`config.mk`:
```
export PLATFORM = sky130hd
export DESIGN_NAME = ddr_cmd_seq
export DESIGN_NICKNAME = d
export VERILOG_FILES = /design/src/rtl/ddr_seq_pkg.sv /design/src/rtl/ddr_wait_cnt.sv /design/src/rtl/ddr_ref_timer.sv /design/src/rtl/ddr_bank_table.sv /design/src/rtl/ddr_cmd_seq.sv
export SDC_FILE = /design/constraint.sdc
export NUM_CORES = 1
export LEC_CHECK = 0
export CORE_MARGIN = 2
export CORE_UTILIZATION = 45
export CTS_CLUSTER_DIAMETER = 200
export DETAILED_ROUTE_END_ITERATION = 10
export HOLD_SLACK_MARGIN = 0.05
export PLACE_DENSITY = 0.66
export SYNTH_ARGS = -nofsm -noshare
export SYNTH_HDL_FRONTEND = slang
export SYNTH_HIERARCHICAL = 1
export SYNTH_SLANG_ARGS = --single-unit
```
`constraint.sdc`:
```
create_clock -name clk_i -period 6.3 [get_ports clk_i]
set_input_delay 1.89 -clock clk_i [delete_from_list [all_inputs] [get_ports clk_i]]
set_output_delay 1.89 -clock clk_i [all_outputs]
set_load 0.005 [all_outputs]
```
`src/rtl/ddr_seq_pkg.sv`:
```
package ddr_seq_pkg;

  // {ras_n, cas_n, we_n}
  typedef enum logic [2:0] {
    CMD_NOP = 3'b111,
    CMD_ACT = 3'b011,
    CMD_RD  = 3'b101,
    CMD_WR  = 3'b100,
    CMD_PRE = 3'b010,
    CMD_REF = 3'b001
  } cmd_e;

  function automatic int max_i(input int a, input int b);
    return (a > b) ? a : b;
  endfunction

endpackage

```
`src/rtl/ddr_wait_cnt.sv`:
```
module ddr_wait_cnt #(
  parameter int CNT_W = 4
) (
  input  logic             clk_i,
  input  logic             rst_ni,
  input  logic             load_i,
  input  logic [CNT_W-1:0] val_i,
  output logic             busy_o
);

  logic [CNT_W-1:0] cnt_q;

  always_ff @(posedge clk_i or negedge rst_ni) begin
    if (!rst_ni)          cnt_q <= '0;
    else if (load_i)      cnt_q <= val_i - 1'b1;
    else if (cnt_q != '0) cnt_q <= cnt_q - 1'b1;
  end

  assign busy_o = (cnt_q != '0);

  // no command loaded while a spacing window is still open
  p_load_idle_r10: assert property (@(posedge clk_i) disable iff (!rst_ni)
    load_i |-> !busy_o);

  p_load_nonzero_r10: assert property (@(posedge clk_i) disable iff (!rst_ni)
    load_i |-> (val_i != '0));

endmodule

```
`src/rtl/ddr_ref_timer.sv`:
```
module ddr_ref_timer #(
  parameter int INTERVAL = 781
) (
  input  logic clk_i,
  input  logic rst_ni,
  input  logic clr_i,
  output logic pend_o
);

  localparam int TW = (INTERVAL > 2) ? $clog2(INTERVAL) : 1;
  localparam logic [TW-1:0] LAST = TW'(INTERVAL - 1);

  logic [TW-1:0] cnt_q;
  logic          tick;
  logic          pend_q;

  assign tick = (cnt_q == LAST);

  always_ff @(posedge clk_i or negedge rst_ni) begin
    if (!rst_ni) begin
      cnt_q  <= '0;
      pend_q <= 1'b0;
    end else begin
      cnt_q <= tick ? '0 : cnt_q + 1'b1;
      if (tick)       pend_q <= 1'b1;
      else if (clr_i) pend_q <= 1'b0;
    end
  end

  assign pend_o = pend_q;

  // a raised demand stays until a refresh is issued
  p_pend_hold_r8: assert property (@(posedge clk_i) disable iff (!rst_ni)
    (pend_o && !clr_i) |=> pend_o);

  p_clr_pending_r8: assert property (@(posedge clk_i) disable iff (!rst_ni)
    clr_i |-> pend_o);

endmodule

```
`src/rtl/ddr_bank_table.sv`:
```
module ddr_bank_table #(
  parameter int BANK_W = 2,
  parameter int ROW_W  = 11
) (
  input  logic              clk_i,
  input  logic              rst_ni,
  input  logic [BANK_W-1:0] bank_i,
  input  logic [ROW_W-1:0]  row_i,
  input  logic              act_i,
  input  logic              pre_one_i,
  input  logic              pre_all_i,
  input  logic              close_i,
  output logic              open_o,
  output logic              hit_o,
  output logic              any_open_o
);

  localparam int NB = 1 << BANK_W;

  logic [NB-1:0]    open_vec;
  logic [ROW_W-1:0] row_arr [NB];

  for (genvar b = 0; b < NB; b++) begin : g_bank
    logic             open_b;
    logic [ROW_W-1:0] row_b;
    logic             sel;

    assign sel = (bank_i == BANK_W'(b));

    always_ff @(posedge clk_i or negedge rst_ni) begin
      if (!rst_ni) begin
        open_b <= 1'b0;
        row_b  <= '0;
      end else if (pre_all_i || (sel && (pre_one_i || close_i))) begin
        open_b <= 1'b0;
      end else if (sel && act_i) begin
        open_b <= 1'b1;
        row_b  <= row_i;
      end
    end

    assign open_vec[b] = open_b;
    assign row_arr[b]  = row_b;
  end

  assign open_o     = open_vec[bank_i];
  assign hit_o      = open_o && (row_arr[bank_i] == row_i);
  assign any_open_o = |open_vec;

  // activate only into a closed bank
  p_act_closed_r3: assert property (@(posedge clk_i) disable iff (!rst_ni)
    act_i |-> !open_o);

  // single-bank precharge only on a row miss
  p_pre_miss_r5: assert property (@(posedge clk_i) disable iff (!rst_ni)
    pre_one_i |-> (open_o && !hit_o));

  // auto-precharge only accompanies a row hit
  p_close_hit_r4: assert property (@(posedge clk_i) disable iff (!rst_ni)
    close_i |-> hit_o);

  // all-bank precharge leaves nothing open
  p_pre_all_r6: assert property (@(posedge clk_i) disable iff (!rst_ni)
    pre_all_i |=> !any_open_o);

endmodule

```
`src/rtl/ddr_cmd_seq.sv`:
```
module ddr_cmd_seq
  import ddr_seq_pkg::*;
#(
  parameter int BANK_W    = 2,
  parameter int ROW_W     = 11,
  parameter int COL_W     = 8,
  parameter int AP_BIT    = 8,
  parameter int CAS_LAT   = 3,
  parameter int BURST_LEN = 4,
  parameter int T_WR      = 2,
  parameter int T_RP      = 3,
  parameter int T_RCD     = 3,
  parameter int T_RFC     = 10,
  parameter int CLK_MHZ   = 100
) (
  input  logic              clk_i,
  input  logic              rst_ni,
  input  logic              req_valid_i,
  output logic              req_ready_o,
  input  logic              req_write_i,
  input  logic [BANK_W-1:0] req_bank_i,
  input  logic [ROW_W-1:0]  req_row_i,
  input  logic [COL_W-1:0]  req_col_i,
  input  logic              req_ap_i,
  output logic              cke_o,
  output logic              cs_no,
  output logic              ras_no,
  output logic              cas_no,
  output logic              we_no,
  output logic [BANK_W-1:0] ba_o,
  output logic [ROW_W-1:0]  addr_o
);

  localparam int RD_GAP  = CAS_LAT + BURST_LEN / 2;
  localparam int WR_GAP  = BURST_LEN / 2 + T_WR;
  localparam int GAP_MAX = max_i(max_i(RD_GAP, WR_GAP) + T_RP,
                                 max_i(T_RFC, max_i(T_RCD, T_RP)));
  localparam int CNT_W   = $clog2(GAP_MAX + 1);
  localparam int REF_INT = (CLK_MHZ * 16000) / 2048;

  localparam logic [CNT_W-1:0] G_RP  = CNT_W'(T_RP);
  localparam logic [CNT_W-1:0] G_RCD = CNT_W'(T_RCD);
  localparam logic [CNT_W-1:0] G_RFC = CNT_W'(T_RFC);
  localparam logic [CNT_W-1:0] G_RD  = CNT_W'(RD_GAP);
  localparam logic [CNT_W-1:0] G_WR  = CNT_W'(WR_GAP);

  logic busy, ref_pend;
  logic tbl_open, tbl_hit, any_open;
  logic act_en, pre_one, pre_all, close_en, ref_clr, load_en;

  cmd_e              cmd_d, cmd_q;
  logic [BANK_W-1:0] ba_d, ba_q;
  logic [ROW_W-1:0]  addr_d, addr_q;
  logic [CNT_W-1:0]  gap_d;
  logic              cke_q;

  ddr_wait_cnt #(.CNT_W(CNT_W)) u_wait (
    .clk_i  (clk_i),
    .rst_ni (rst_ni),
    .load_i (load_en),
    .val_i  (gap_d),
    .busy_o (busy)
  );

  ddr_ref_timer #(.INTERVAL(REF_INT)) u_ref (
    .clk_i  (clk_i),
    .rst_ni (rst_ni),
    .clr_i  (ref_clr),
    .pend_o (ref_pend)
  );

  ddr_bank_table #(.BANK_W(BANK_W), .ROW_W(ROW_W)) u_tbl (
    .clk_i      (clk_i),
    .rst_ni     (rst_ni),
    .bank_i     (req_bank_i),
    .row_i      (req_row_i),
    .act_i      (act_en),
    .pre_one_i  (pre_one),
    .pre_all_i  (pre_all),
    .close_i    (close_en),
    .open_o     (tbl_open),
    .hit_o      (tbl_hit),
    .any_open_o (any_open)
  );

  always_comb begin
    cmd_d       = CMD_NOP;
    ba_d        = '0;
    addr_d      = '0;
    gap_d       = '0;
    req_ready_o = 1'b0;
    act_en      = 1'b0;
    pre_one     = 1'b0;
    pre_all     = 1'b0;
    close_en    = 1'b0;
    ref_clr     = 1'b0;
    if (!busy) begin
      if (ref_pend) begin
        if (any_open) begin
          cmd_d          = CMD_PRE;
          addr_d[AP_BIT] = 1'b1;
          gap_d          = G_RP;
          pre_all        = 1'b1;
        end else begin
          cmd_d   = CMD_REF;
          gap_d   = G_RFC;
          ref_clr = 1'b1;
        end
      end else if (req_valid_i) begin
        ba_d = req_bank_i;
        if (!tbl_open) begin
          cmd_d  = CMD_ACT;
          addr_d = req_row_i;
          gap_d  = G_RCD;
          act_en = 1'b1;
        end else if (!tbl_hit) begin
          cmd_d   = CMD_PRE;
          gap_d   = G_RP;
          pre_one = 1'b1;
        end else begin
          cmd_d                 = req_write_i ? CMD_WR : CMD_RD;
          addr_d[COL_W-1:0]     = req_col_i;
          addr_d[AP_BIT]        = req_ap_i;
          gap_d                 = (req_write_i ? G_WR : G_RD) + (req_ap_i ? G_RP : '0);
          close_en              = req_ap_i;
          req_ready_o           = 1'b1;
        end
      end
    end
  end

  assign load_en = (cmd_d != CMD_NOP);

  always_ff @(posedge clk_i or negedge rst_ni) begin
    if (!rst_ni) begin
      cmd_q  <= CMD_NOP;
      ba_q   <= '0;
      addr_q <= '0;
      cke_q  <= 1'b0;
    end else begin
      cmd_q  <= cmd_d;
      ba_q   <= ba_d;
      addr_q <= addr_d;
      cke_q  <= 1'b1;
    end
  end

  assign cke_o                    = cke_q;
  assign cs_no                    = (cmd_q == CMD_NOP);
  assign {ras_no, cas_no, we_no}  = cmd_q;
  assign ba_o                     = ba_q;
  assign addr_o                   = addr_q;

  // acceptance only against a present request
  p_ready_valid_r11: assert property (@(posedge clk_i) disable iff (!rst_ni)
    req_ready_o |-> req_valid_i);

  // refresh only with every bank closed
  p_ref_closed_r7: assert property (@(posedge clk_i) disable iff (!rst_ni)
    (cmd_d == CMD_REF) |-> !any_open);

  // pending refresh blocks acceptance
  p_ref_prio_r9: assert property (@(posedge clk_i) disable iff (!rst_ni)
    (ref_pend && !busy) |-> !req_ready_o);

  // clock enable stays high once out of reset
  p_cke_stay_r1: assert property (@(posedge clk_i) disable iff (!rst_ni)
    $past(cke_o) |-> cke_o);

endmodule

```
==> reports/metrics.cfg <==
[logic_synthesis]
synth_edf_count=0
netlist_instances=290
async_flop_share_pct=100.0
yosysTopAreaCell=dfrtp_1
muxShareOfSynthArea_pct=20.68
yosys.area_share.xor_xnor_pct=4.603
yosys_warnings=6
synth_fa_ha_area_share_pct=1.576
synth_compound_area_share_pct=6.683
synth_seq_area_share_pct=50.54
synth_top_family_by_area=multiplexers
synth_area_leaders=dfrtp_1, mux2_1, mux4_1
synthSimpleGateAreaFrac_pct=12.14
syn_nets=321
ys.flop_type=dfrtp_1
syn_avg_cell_area_um2=13.69
mappedNetlistArea_um2=3969
ys_seq_elements=80
yosysTopAreaCellShare_pct=48.55
ys_types=59

[sta]
final_hold_viol_count=0
fin_skew_ns=0.009081
relSlewSlack_pct=33.23
setup-violations-final=0
drv_slew=0
rsz0062_at_grt=false
post-route-min-period_ns=6.140
post-route-period-util_pct=97.46
worstMarginPinSlew_ns=1.002
hold_ws_ns=0.4917
fmax_mhz=162.9
setup_ws_ns=0.1597

[final_layout]
nets=379
drive_gt1_share_pct=22.66
final_common_cell=dfrtp_1
fillers=763
area_growth_syn_to_layout_pct=20.49
final_cell_mix=dfrtp_1, clkdlybuf4s50_1, mux2_1
utilization_pct=55.38
antenna_cells=0

[drt]
drt_iter0_drc=117
drtPass1Iterations=6
avgRoutedWirePerCell_um=17.64
vias=2539
viasPerCell=5.508
drt-total-wl_um=8134
ant_nets=0
drc=0

[setup_path]
required_ns=4.41
crit_arrival_ns=4.25
cp_max_fo=6
critPathLaunchType=input port
crit_type=input port to output pin
critPathCaptureType=output pin

[power_and_ir_drop]
vdd_drop_max_uv=118.6
power.total_uw=1580
leakagePower_uw=0.002148
power_per_cell_area_nw_per_um2=330.5

[clock_tree]
cts_tree=yes
clock_tree.buffer_depth=2
cts.sinks=80
cts_max_level=3
cts_made_buffers=9
clkTransAtPathRegs_ns=0.08
clock_latency_ns=0.36
cts_root_buffer=clkbuf_8

[floorplanning]
start_util_pct=45.96
dieHeight_um=97.91
coreArea_um2=8636
die_w_um=97.91
die-area_um2=9586
rows=34
io_pins=45

[grt]
grt_pass1_vias=2601
antenna_found_initial=0
global_route.overflow_total=0
grt_max_degree=81
grt_first_pass_wirelength_um=13770
grt_usage_pct=18.21

[status]
outcome=finished clean

[job]
drv_cap=0

[placed_design]
place_ws_ns=-0.2033
numPortBuffers=44
place_congestion=0.7844
dp.final_hpwl_um=5366

[worst_hold_path]
holdCritPathClass=flip-flop to flip-flop

==> worst max-delay path, stage by stage <==
cell and delay [ns]:
clkbuf_4 0.16, buf_12 0.14, mux4_1 0.56, xnor2_1 0.17, nand4_1 0.17, nor4_4 0.34
and2_4 0.19, and2_2 0.13, clkdlybuf4s50_1 0.49
==> where the power goes <==
part | switching [uW] | internal (uW) | leakage, uW
Clock | 192 | 203 | 0.000101
Sequential | 77.7 | 664 | 0.00103
Combinational | 191 | 253 | 0.00102
==> flip-flops by register name, indices dropped and copies added, names as in the netlist <==
| signal | cells |
|---|---|
| addr_o | 11 |
| u_tbl/g_bank.row_b | 44 |
| cke_o | 1 |
| ba_o | 2 |
| cmd_q | 3 |
| u_ref/cnt_q | 10 |
| u_tbl/g_bank.open_b | 4 |
| u_ref/pend_o | 1 |
| u_wait/cnt_q | 4 |
==> per-stage QoR <==
step                      instances  setup TNS (ns)  instance area [um^2]
after floorplan                 290               0                  3969
after global placement          443         -0.2034                  4543
after detailed placement        443         -0.2033                  4543
after CTS                       461               0                  4796
after global routing            461               0                  4782
final                           461               0                  4782
==> synthesized netlist by cell type (5+ instances only) <==
master	n
mux2_1	33
xnor2_1	14
buf_6	7
inv_1	6
mux4_1	8
nand2_1	8
nor2b_1	5
ha_1	5
mux2_2	11
xor2_1	5
mux2i_1	7
nand3_1	8
nor2_1	11
nand4_1	5
a21oi_1	5
dfrtp_1	77
==> what timing repair did <==
action                                  in CTS  in global routing
setup buffers                                1                  0
gates cloned                                 1                  0
pin swaps                                    5                  5
resized for setup                            5                  8
hold buffers                                 0                  0
endpoints found under the setup margin       1                  1
==> cells by family (layout without fill, tap and decap cells) <==
logic type      Yosys count  count (layout)
fa+ha+maj                 5               5
xor+xnor                 20              20
compound gates           34              34
flops                    80              80
buf+inv                  20              83
other cells               1               1
mux                      61              61
simple gates             69              69
==> per-layer routing <==
layer | vias to the layer above | global-route usage [%] | wire length, um
li1 | 1191 | - | -
met1 | 1284 | 27.69 | 3982
met2 | 52 | 26.66 | 3720
met3 | 12 | 2.649 | 302
met4 | 0 | 6.731 | 129
met5 | - | 0 | 0
==> final timing paths <==
| kind | start | endpoint | slack [ns] | depth (start not counted) |
|---|---|---|---|---|
| min in group asynchronous | rst_ni | u_tbl/g_bank[1].row_b[7]$_DFFE_PN0P_ | 1.70 | 1 |
| max in group asynchronous | rst_ni | addr_o[8]$_DFF_PN0_ | 3.96 | 1 |
| setup / recovery | req_bank_i[0] | req_ready_o | 0.16 | 9 |
| setup reg to reg | u_tbl/g_bank[1].row_b[7]$_DFFE_PN0P_ | u_tbl/g_bank[3].row_b[1]$_DFFE_PN0P_ | 2.69 | 12 |
| hold / removal | u_tbl/g_bank[3].row_b[5]$_DFFE_PN0P_ | u_tbl/g_bank[3].row_b[5]$_DFFE_PN0P_ | 0.49 | 1 |
| hold reg to reg | u_tbl/g_bank[3].row_b[5]$_DFFE_PN0P_ | u_tbl/g_bank[3].row_b[5]$_DFFE_PN0P_ | 0.49 | 1 |
==> cell type report <==
cell class | count | area [um^2] | area share (%)
multi-input cells | 190 | 1810 | 37.86
well taps | 108 | 135.1 | 2.826
flip-flops and latches | 80 | 2006 | 41.94
clock buffers | 11 | 151.4 | 3.166
clock inverters | 5 | 55.05 | 1.151
inverters | 6 | 22.52 | 0.4710
repair buffers | 61 | 601.8 | 12.59
No activity file was read; power rests on OpenSTA's default activity.
